**src/rtl/vbuf_pkg.sv**
```systemverilog
package vbuf_pkg;
   // index width that stays legal for a single-slot corner
   function automatic int slot_bits(input int n);
      return (n < 2) ? 1 : $clog2(n);
   endfunction
endpackage

```
**src/rtl/vbuf_match.sv**
```systemverilog
module vbuf_match
   import vbuf_pkg::*;
#(
   parameter int ENTRIES = 4,
   parameter int KEY_W   = 8,
   localparam int IDX_W  = slot_bits(ENTRIES)
) (
   input  logic [ENTRIES-1:0][KEY_W-1:0] tags,
   input  logic [ENTRIES-1:0]            valid,
   input  logic [KEY_W-1:0]              key,
   output logic [ENTRIES-1:0]            hit_vec,
   output logic                          hit,
   output logic [IDX_W-1:0]              idx
);
   for (genvar g = 0; g < ENTRIES; g++) begin : g_cmp
      assign hit_vec[g] = valid[g] && (tags[g] == key);
   end

   assign hit = |hit_vec;

   // tags are unique, so the vector is at most one-hot: OR the indices
   always_comb begin
      idx = '0;
      for (int i = 0; i < ENTRIES; i++)
         if (hit_vec[i]) idx = idx | IDX_W'(i);
   end
endmodule

```
**src/rtl/vbuf_lru.sv**
```systemverilog
module vbuf_lru
   import vbuf_pkg::*;
#(
   parameter int ENTRIES = 4,
   localparam int IDX_W  = slot_bits(ENTRIES)
) (
   input  logic               clk,
   input  logic               rst_n,
   input  logic [ENTRIES-1:0] valid,
   input  logic               touch_en,
   input  logic [IDX_W-1:0]   touch_idx,
   output logic [IDX_W-1:0]   victim_idx
);
   localparam logic [IDX_W-1:0] OLDEST = IDX_W'(ENTRIES - 1);

   // ages form a permutation of 0..ENTRIES-1; 0 is most recent
   logic [ENTRIES-1:0][IDX_W-1:0] age_q;

   always_ff @(posedge clk or negedge rst_n) begin
      if (!rst_n) begin
         for (int i = 0; i < ENTRIES; i++) age_q[i] <= IDX_W'(i);
      end else if (touch_en) begin
         for (int i = 0; i < ENTRIES; i++) begin
            if (IDX_W'(i) == touch_idx)
               age_q[i] <= '0;
            else if (age_q[i] < age_q[touch_idx])
               age_q[i] <= age_q[i] + 1'b1;
         end
      end
   end

   // empty slots first (lowest index), else the oldest slot
   always_comb begin
      logic found;
      found      = 1'b0;
      victim_idx = '0;
      for (int i = 0; i < ENTRIES; i++)
         if (!found && !valid[i]) begin
            found      = 1'b1;
            victim_idx = IDX_W'(i);
         end
      if (!found)
         for (int i = 0; i < ENTRIES; i++)
            if (age_q[i] == OLDEST) victim_idx = IDX_W'(i);
   end
endmodule

```
**src/rtl/victim_buffer.sv**
```systemverilog
module victim_buffer
   import vbuf_pkg::*;
#(
   parameter int ENTRIES = 4,
   parameter int ADDR_W  = 26,
   parameter int LINE_W  = 256
) (
   input  logic              clk,
   input  logic              rst_n,
   input  logic              lk_valid,
   input  logic [ADDR_W-1:0] lk_addr,
   output logic              lk_hit,
   output logic [LINE_W-1:0] lk_data,
   input  logic              ins_en,
   input  logic [ADDR_W-1:0] ins_addr,
   input  logic [LINE_W-1:0] ins_data,
   input  logic              sw_en,
   input  logic [ADDR_W-1:0] sw_addr,
   input  logic              sw_line_vld,
   input  logic [ADDR_W-1:0] sw_line_addr,
   input  logic [LINE_W-1:0] sw_line_data
);
   localparam int IDX_W = slot_bits(ENTRIES);

   if (ENTRIES < 2)  begin : g_bad_entries  $error("ENTRIES must be at least 2");  end
   if (ADDR_W < 1)   begin : g_bad_addr     $error("ADDR_W must be positive");     end
   if (LINE_W < 1)   begin : g_bad_line     $error("LINE_W must be positive");     end

   logic [ENTRIES-1:0][ADDR_W-1:0] tag_q;
   logic [ENTRIES-1:0][LINE_W-1:0] data_q;
   logic [ENTRIES-1:0]             valid_q;

   logic [ENTRIES-1:0] lk_vec, sw_vec, ins_vec;
   logic               lk_match, sw_hit, ins_dup;
   logic [IDX_W-1:0]   lk_idx, sw_idx, ins_idx, victim_idx;

   vbuf_match #(.ENTRIES(ENTRIES), .KEY_W(ADDR_W)) u_lk_cmp (
      .tags(tag_q), .valid(valid_q), .key(lk_addr),
      .hit_vec(lk_vec), .hit(lk_match), .idx(lk_idx));

   vbuf_match #(.ENTRIES(ENTRIES), .KEY_W(ADDR_W)) u_sw_cmp (
      .tags(tag_q), .valid(valid_q), .key(sw_addr),
      .hit_vec(sw_vec), .hit(sw_hit), .idx(sw_idx));

   vbuf_match #(.ENTRIES(ENTRIES), .KEY_W(ADDR_W)) u_ins_cmp (
      .tags(tag_q), .valid(valid_q), .key(ins_addr),
      .hit_vec(ins_vec), .hit(ins_dup), .idx(ins_idx));

   logic             sw_act, ins_act, touch_en;
   logic [IDX_W-1:0] ins_slot, touch_idx;

   assign sw_act    = sw_en && sw_hit;
   assign ins_act   = ins_en && !sw_en;
   assign ins_slot  = ins_dup ? ins_idx : victim_idx;
   assign touch_en  = (sw_act && sw_line_vld) || ins_act;
   assign touch_idx = sw_act ? sw_idx : ins_slot;

   vbuf_lru #(.ENTRIES(ENTRIES)) u_lru (
      .clk(clk), .rst_n(rst_n), .valid(valid_q),
      .touch_en(touch_en), .touch_idx(touch_idx), .victim_idx(victim_idx));

   always_ff @(posedge clk or negedge rst_n) begin
      if (!rst_n) begin
         tag_q   <= '0;
         data_q  <= '0;
         valid_q <= '0;
      end else if (sw_act) begin
         tag_q[sw_idx]   <= sw_line_addr;
         data_q[sw_idx]  <= sw_line_data;
         valid_q[sw_idx] <= sw_line_vld;
      end else if (ins_act) begin
         tag_q[ins_slot]   <= ins_addr;
         data_q[ins_slot]  <= ins_data;
         valid_q[ins_slot] <= 1'b1;
      end
   end

   // lookup sees the contents before this edge's update
   always_ff @(posedge clk or negedge rst_n) begin
      if (!rst_n) begin
         lk_hit  <= 1'b0;
         lk_data <= '0;
      end else begin
         lk_hit  <= lk_valid && lk_match;
         lk_data <= (lk_valid && lk_match) ? data_q[lk_idx] : '0;
      end
   end
endmodule

```
**config.mk**
```make
export PLATFORM = sky130hd
export DESIGN_NAME = victim_buffer
export DESIGN_NICKNAME = d
export VERILOG_FILES = /design/src/rtl/vbuf_pkg.sv /design/src/rtl/vbuf_match.sv /design/src/rtl/vbuf_lru.sv /design/src/rtl/victim_buffer.sv
export SDC_FILE = /design/constraint.sdc
export NUM_CORES = 2
export LEC_CHECK = 0
export BUFFER_PORTS_ARGS = -buffer_cell sky130_fd_sc_hd__buf_2
export CAP_MARGIN = 20
export CORE_MARGIN = 2
export CORE_UTILIZATION = 35
export CTS_CLUSTER_SIZE = 10
export DETAILED_ROUTE_END_ITERATION = 8
export PLACE_DENSITY = 0.63
export SLEW_MARGIN = 10
export SYNTH_ARGS = -nofsm -noshare
export SYNTH_HDL_FRONTEND = slang
export SYNTH_HIERARCHICAL = 1
export SYNTH_SLANG_ARGS = --single-unit
```
**constraint.sdc**
```tcl
create_clock -name clk -period 3.6 [get_ports clk]
set_clock_uncertainty 0.2 [all_clocks]
set_input_delay 0.72 -clock clk [delete_from_list [all_inputs] [get_ports clk]]
set_output_delay 0.72 -clock clk [all_outputs]
set_load 0.02 [all_outputs]
```
Word level (Yosys, flattened, before mapping)
Cells that the tools add are included.
{"block": "totals", "register_bits": 1397, "output_inout_bits": 257, "wordCells": 149}
{"block": "op_classes", "n_addsub": 4, "n_lt_le_gt_ge": 10, "n_eq_ne": 19, "n_mux": 59, "bitwise": 1, "n_reduce_logical": 41}
{"operator": "bitwise mux 1024 bit", "n": 2}
{"operator": "two-way mux 1024 bit", "n": 2}
{"operator": "demux 256 bit (select 2 bit)", "n": 2}
{"operator": "two-way mux 256 bit", "n": 4}
{"operator": "binary-select mux 256 bit (select 2 bit)", "n": 1}
{"operator": "equality test 26 bit", "n": 12}
{"operator": "bitwise mux 104 bit", "n": 2}
{"operator": "two-way mux 104 bit", "n": 2}
{"operator": "demux 26 bit (select 2 bit)", "n": 2}
{"operator": "two-way mux 26 bit", "n": 2}
{"operator": "two-way mux 2 bit", "n": 24}
{"operator": "logical AND 1 bit", "n": 21}
{"operator": "< comparator 2 x 3 -> 1 bit (second input constant)", "n": 4}
{"operator": "OR reduction 4 bit", "n": 3}
{"operator": "two-way mux 1 bit", "n": 10}
{"operator": "nonzero test 2 bit", "n": 5}
{"operator": "adder 2 x 1 -> 2 bit (second input constant)", "n": 4}
{"operator": "equality test 2 bit (second input constant)", "n": 4}
{"operator": "< comparator 2 bit", "n": 4}
{"operator": "two-way mux 4 bit", "n": 2}
{"operator": "AND reduction 2 bit", "n": 4}
{"operator": "zero test 1 bit", "n": 6}
{"operator": "binary-select mux 2 bit (select 2 bit)", "n": 1}
{"operator": "bitwise mux 4 bit", "n": 1}
{"operator": "other kinds (7)", "n": 10}

Longest topological paths before layout
{"block": "logic_depth", "ltp_word": 22, "mapped_depth": 17, "ltp_nobuf": 15}

Hierarchy
Netlist, hierarchy kept.
{"module": "victim_buffer", "instances": 1, "cells_each": 4968, "area_each_um2": 66202.2, "seq_area_each_um2": 34758.3}
{"module": "vbuf_match", "instances": 3, "cells_each": 151, "area_each_um2": 1211.2, "seq_area_each_um2": 0.0}
{"module": "vbuf_lru", "instances": 1, "cells_each": 90, "area_each_um2": 824.5, "seq_area_each_um2": 205.2}

Least setup slack after synthesis
Ideal clock, no wire load.
{"block": "synth_path", "path_type": "in2reg", "start": "input ins_addr[7]", "end": "register u_lru/age_q[3] in the netlist's numbering", "setup_time_ns": 0.121, "arrival_time_ns": 3.817, "slack_ns": -0.538, "cell_stages": 14, "path_buffers": 2, "path_cell_list": "clkbuf_1 > xnor2_1 > nand4_1 > or4_4 > o2111ai_2 > mux2i_1 > a21oi_1 > buf_6 > mux4_2 > inv_1 > ha_1 > inv_1 > a311o_1 > a22o_1"}
{"item": "start, declared", "line": "victim_buffer.sv:15", "text": "input logic [ADDR_W-1:0] ins_addr,"}
{"item": "equality test 26 bit", "line": "vbuf_match.sv:16", "text": "assign hit_vec[g] = valid[g] && (tags[g] == key);"}
{"item": "logical AND 1 bit", "line": "vbuf_match.sv:16"}
{"item": "OR reduction 4 bit (*)", "line": "vbuf_match.sv:19", "text": "assign hit = |hit_vec;"}
{"item": "net ins_dup", "line": "victim_buffer.sv:34", "text": "logic lk_match, sw_hit, ins_dup;"}
{"item": "two-way mux 2 bit (*)", "line": "victim_buffer.sv:54", "text": "assign ins_slot = ins_dup ? ins_idx : victim_idx;"}
{"item": "two-way mux 2 bit (*)", "line": "victim_buffer.sv:56", "text": "assign touch_idx = sw_act ? sw_idx : ins_slot;"}
{"item": "net touch_idx[0]", "line": "victim_buffer.sv:50", "text": "logic [IDX_W-1:0] ins_slot, touch_idx;"}
{"item": "binary-select mux 2 bit (select 2 bit)", "line": "vbuf_lru.sv:26", "text": "else if (age_q[i] < age_q[touch_idx])"}
{"item": "two-way mux 2 bit (implied by the code)", "line": "vbuf_lru.sv:26"}
{"item": "< comparator 2 bit", "line": "vbuf_lru.sv:26"}
{"item": "nonzero test 2 bit (no source line)"}
{"item": "AND reduction 2 bit (no source line)"}
{"item": "end signal, assigned by index", "line": "vbuf_lru.sv:27", "text": "age_q[i] <= age_q[i] + 1'b1;"}
{"item": "end, declared", "line": "vbuf_lru.sv:17", "text": "logic [ENTRIES-1:0][IDX_W-1:0] age_q;"}
Mark *: on every way through the listed nets, which the timed path passes. The rest lies on a longest branch. The select of a mux whose other input is x is not followed.
A chain may end at the register's enable or synchronous reset.

Final worst setup path
{"block": "layout_path", "start": "register tag_q[51] in the netlist's numbering", "end": "register u_lru/age_q[3] in the netlist's numbering"}
{"item": "start, declared", "line": "victim_buffer.sv:29", "text": "logic [ENTRIES-1:0][ADDR_W-1:0] tag_q;"}
{"item": "start signal, assigned by index", "line": "victim_buffer.sv:68", "text": "tag_q[sw_idx] <= sw_line_addr;"}
{"item": "start signal, assigned by index", "line": "victim_buffer.sv:72", "text": "tag_q[ins_slot] <= ins_addr;"}
{"item": "equality test 26 bit (*)", "line": "vbuf_match.sv:16"}
{"item": "logical AND 1 bit (*)", "line": "vbuf_match.sv:16"}
{"item": "OR reduction 4 bit (*)", "line": "vbuf_match.sv:19"}
{"item": "net ins_dup", "line": "victim_buffer.sv:34"}
{"item": "two-way mux 2 bit (*)", "line": "victim_buffer.sv:54"}
{"item": "two-way mux 2 bit (*)", "line": "victim_buffer.sv:56"}
{"item": "net touch_idx[0]", "line": "victim_buffer.sv:50"}
{"item": "binary-select mux 2 bit (select 2 bit)", "line": "vbuf_lru.sv:26"}
{"item": "two-way mux 2 bit (implied by the code)", "line": "vbuf_lru.sv:26"}
{"item": "< comparator 2 bit", "line": "vbuf_lru.sv:26"}
{"item": "nonzero test 2 bit (no source line)"}
{"item": "AND reduction 2 bit (no source line)"}
Marks and branches as above.

==> results.json <==
{
  "seqCellArea_um2": 34960,
  "worst_pin_slew_ns": 0.7145,
  "fin_crit_sh_pct": 108.0,
  "timing.fmax_mhz": 257.2,
  "cts.sinks": 1397,
  "powerDensity_nw_per_um2": 871.9,
  "firstDrtPassIters": 6,
  "numCtsBuffers": 168,
  "antenna_found_initial": 70,
  "viasPerCell": 5.791,
  "yosys_warnings": 6,
  "fin_ws_ns": -0.2883,
  "end_kind": "flip-flop",
  "total_power_mw": 81.49,
  "violations": "setup timing",
  "die_x_um": 453.2,
  "max_stage_delay_ns": 0.46,
  "maxCapViolCount": 0,
  "critical_path.startpoint_type": "flip-flop",
  "gr-usage-met3_pct": 4.367,
  "htree_levels": 4,
  "crit_required_ns": 4.13,
  "io_pins": 879,
  "worstSetupPathType": "flip-flop to flip-flop",
  "start_util_pct": 35.30,
  "core_area_um2": 200100,
  "outcome": "finished, violations left",
  "place_hpwl_um": 181200,
  "setup-tns-final_ns": -227.76,
  "path_clk_slew_ns": 0.06,
  "postSynthNetCount": 6129,
  "final_layout_size_suffix_gt1_share_pct": 36.23,
  "overflow": 0,
  "grt_max_degree": 91,
  "fill_cells": 17700,
  "synth_area_um2": 70620,
  "die-height_um": 453.2,
  "grt_pass1_wl_um": 392500,
  "max-vdd-ir-drop_v": 0.001027,
  "drv_slew": 0,
  "crit_fanout": 4,
  "grt_setup_unrepaired": "true",
  "met2_usage_pct": 41.18,
  "syn_inst": 5499,
  "leakagePower_nw": 43.70,
  "grt_pass1_vias": 58760,
  "nets": 7639,
  "grt_use_met1_pct": 32.59,
  "grt-busiest-layer": "met2",
  "arrival_ns": 4.41,
  "finalSetupViolCount": 1390,
  "clock_latency_ns": 0.83,
  "syn_avg_cell_area_um2": 12.84,
  "hold_class": "input pin to flip-flop",
  "root_buffer": "clkbuf_16",
  "place_congestion": 0.9428,
  "clockBufferDepth": 3,
  "path_cells": "xnor2_2 > nand4_1 > nor4_1 > buf_4 > nand4_1 > buf_4 > o2111ai_4 > mux2i_4 > a21oi_2 > mux4_2 > inv_4 > ha_4 > inv_2 > a311o_1 > o21ai_2 > a22o_1",
  "vias": 56640,
  "drt_iter0_drc": 4986,
  "slew-limit-headroom_pct": 52.36,
  "cts_tree": "yes",
  "row_count": 164,
  "dieArea_um2": 205400,
  "finalHoldViolations": 0,
  "post_drt_wl_per_cell_um": 27.93,
  "multiInputGateArea_um2": 33800,
  "drc": 0,
  "track_usage_pct": 25.34,
  "io_buffer_count": 878,
  "min_period_ns": 3.888,
  "slowest_stage": "mux4_2",
  "routed_wl_um": 273200,
  "area_growth_syn_to_layout_pct": 32.35,
  "drtAntennaViolNets": 0
}
sequential cells by signal, summed over array words and instances, names as in the netlist:
signal       count
data_q        1024
lk_data        256
lk_hit           1
tag_q          104
u_lru/age_q      8
valid_q          4
where the power goes:
group / switching, mW / leakage (nW) / internal (mW)
registers: 2.92 / 18.9 / 20.5
logic: 21.2 / 22.4 / 21.0
clock network: 6.88 / 2.40 / 9.03
layout make-up:
type                       count  share of cell area [%]
tap                         2656                   3.556
antenna                       53                  0.1419
timing repair buffer        1848                   17.45
clock inverter                20                  0.3333
clock buffer                 213                   4.918
multi-input combinational   3588                   36.16
sequential                  1397                   37.41
inverter                       6                 0.02677
stage by stage:
step	cells	setup WS (ns)	hold slack (ns)	utilization, %	area, µm²
4_1_cts	9669	-0.2308	0.0004018	45.90	91820
6_report	9781	-0.2883	0.06408	46.72	93460
5_1_grt	9772	-0.3720	0.03358	46.70	93440
3_5_place_dp	9123	-0.9260	0.2653	41.48	82980
2_1_floorplan	5499	-0.3383	0.2244	-	70790
3_3_place_gp	9123	-0.9306	0.2564	41.48	82980
per-layer routing:
| layer | vias to the layer above | share of wire [%] |
|---|---|---|
| li1 | 23850 | - |
| met1 | 29350 | 40 |
| met2 | 2726 | 48 |
| met3 | 694 | 6.8 |
| met4 | 26 | 5.3 |
| met5 | - | 0.059 |
layout by cell type, fill, tap and decap left out, types with 12 or more instances in the layout:
cell and n:
nand2_1 293, o21ai_0 223, diode_2 53, clkbuf_16 201, nand4_1 57, buf_2 877, buf_6 24, a22oi_1 283
buf_4 404, clkbuf_8 16, nor4_1 30, nor3_1 12, buf_12 185, and2_1 258, mux2_1 384, mux4_2 257
dlygate4sd3_1 271, xnor2_1 172, mux2_2 386, mux2_4 80, clkbuf_1 26, xor2_1 132, a22o_1 850, buf_16 42
o21ai_1 69, dfrtp_1 1392
path summary, 6_finish.rpt:
path                                         start                          to  slack, ns  depth (start not counted)
hold reg to reg            data_q[541]$_DFFE_PN0P_     data_q[541]$_DFFE_PN0P_       0.27                          2
min in group asynchronous                    rst_n       lk_data[66]$_DFF_PN0_       0.24                          2
setup reg to reg             tag_q[51]$_DFFE_PN0P_  u_lru/age_q[3]$_DFFE_PN0P_      -0.29                         16
hold / removal                    sw_line_data[92]     data_q[604]$_DFFE_PN0P_       0.06                          3
max in group asynchronous                    rst_n     data_q[120]$_DFFE_PN0P_       1.83                          4
setup / recovery             tag_q[51]$_DFFE_PN0P_  u_lru/age_q[3]$_DFFE_PN0P_      -0.29                         16
worst max-delay path, delay by kind of cell (launching register included):
kind | cells | cell delay (ns)
adder cells (fa/ha/maj) | 1 | 0.14
multiplexers | 2 | 0.79
flip-flops | 1 | 0.45
AND/OR/NAND/NOR | 3 | 0.60
AO/OA/AOI/OAI | 5 | 0.84
XOR/XNOR | 1 | 0.26
buffers and inverters | 4 | 0.50
repair_timing:
item                                   4_1_cts  5_1_grt
resized for setup                           85      134
setup buffers                               21       28
setup endpoints to repair                 1158     1392
pin swaps                                    8        6
cloned                                      21       32
endpoints found under the hold margin      248        0
hold buffers                               271        0
(Power assumes the default switching activity.)
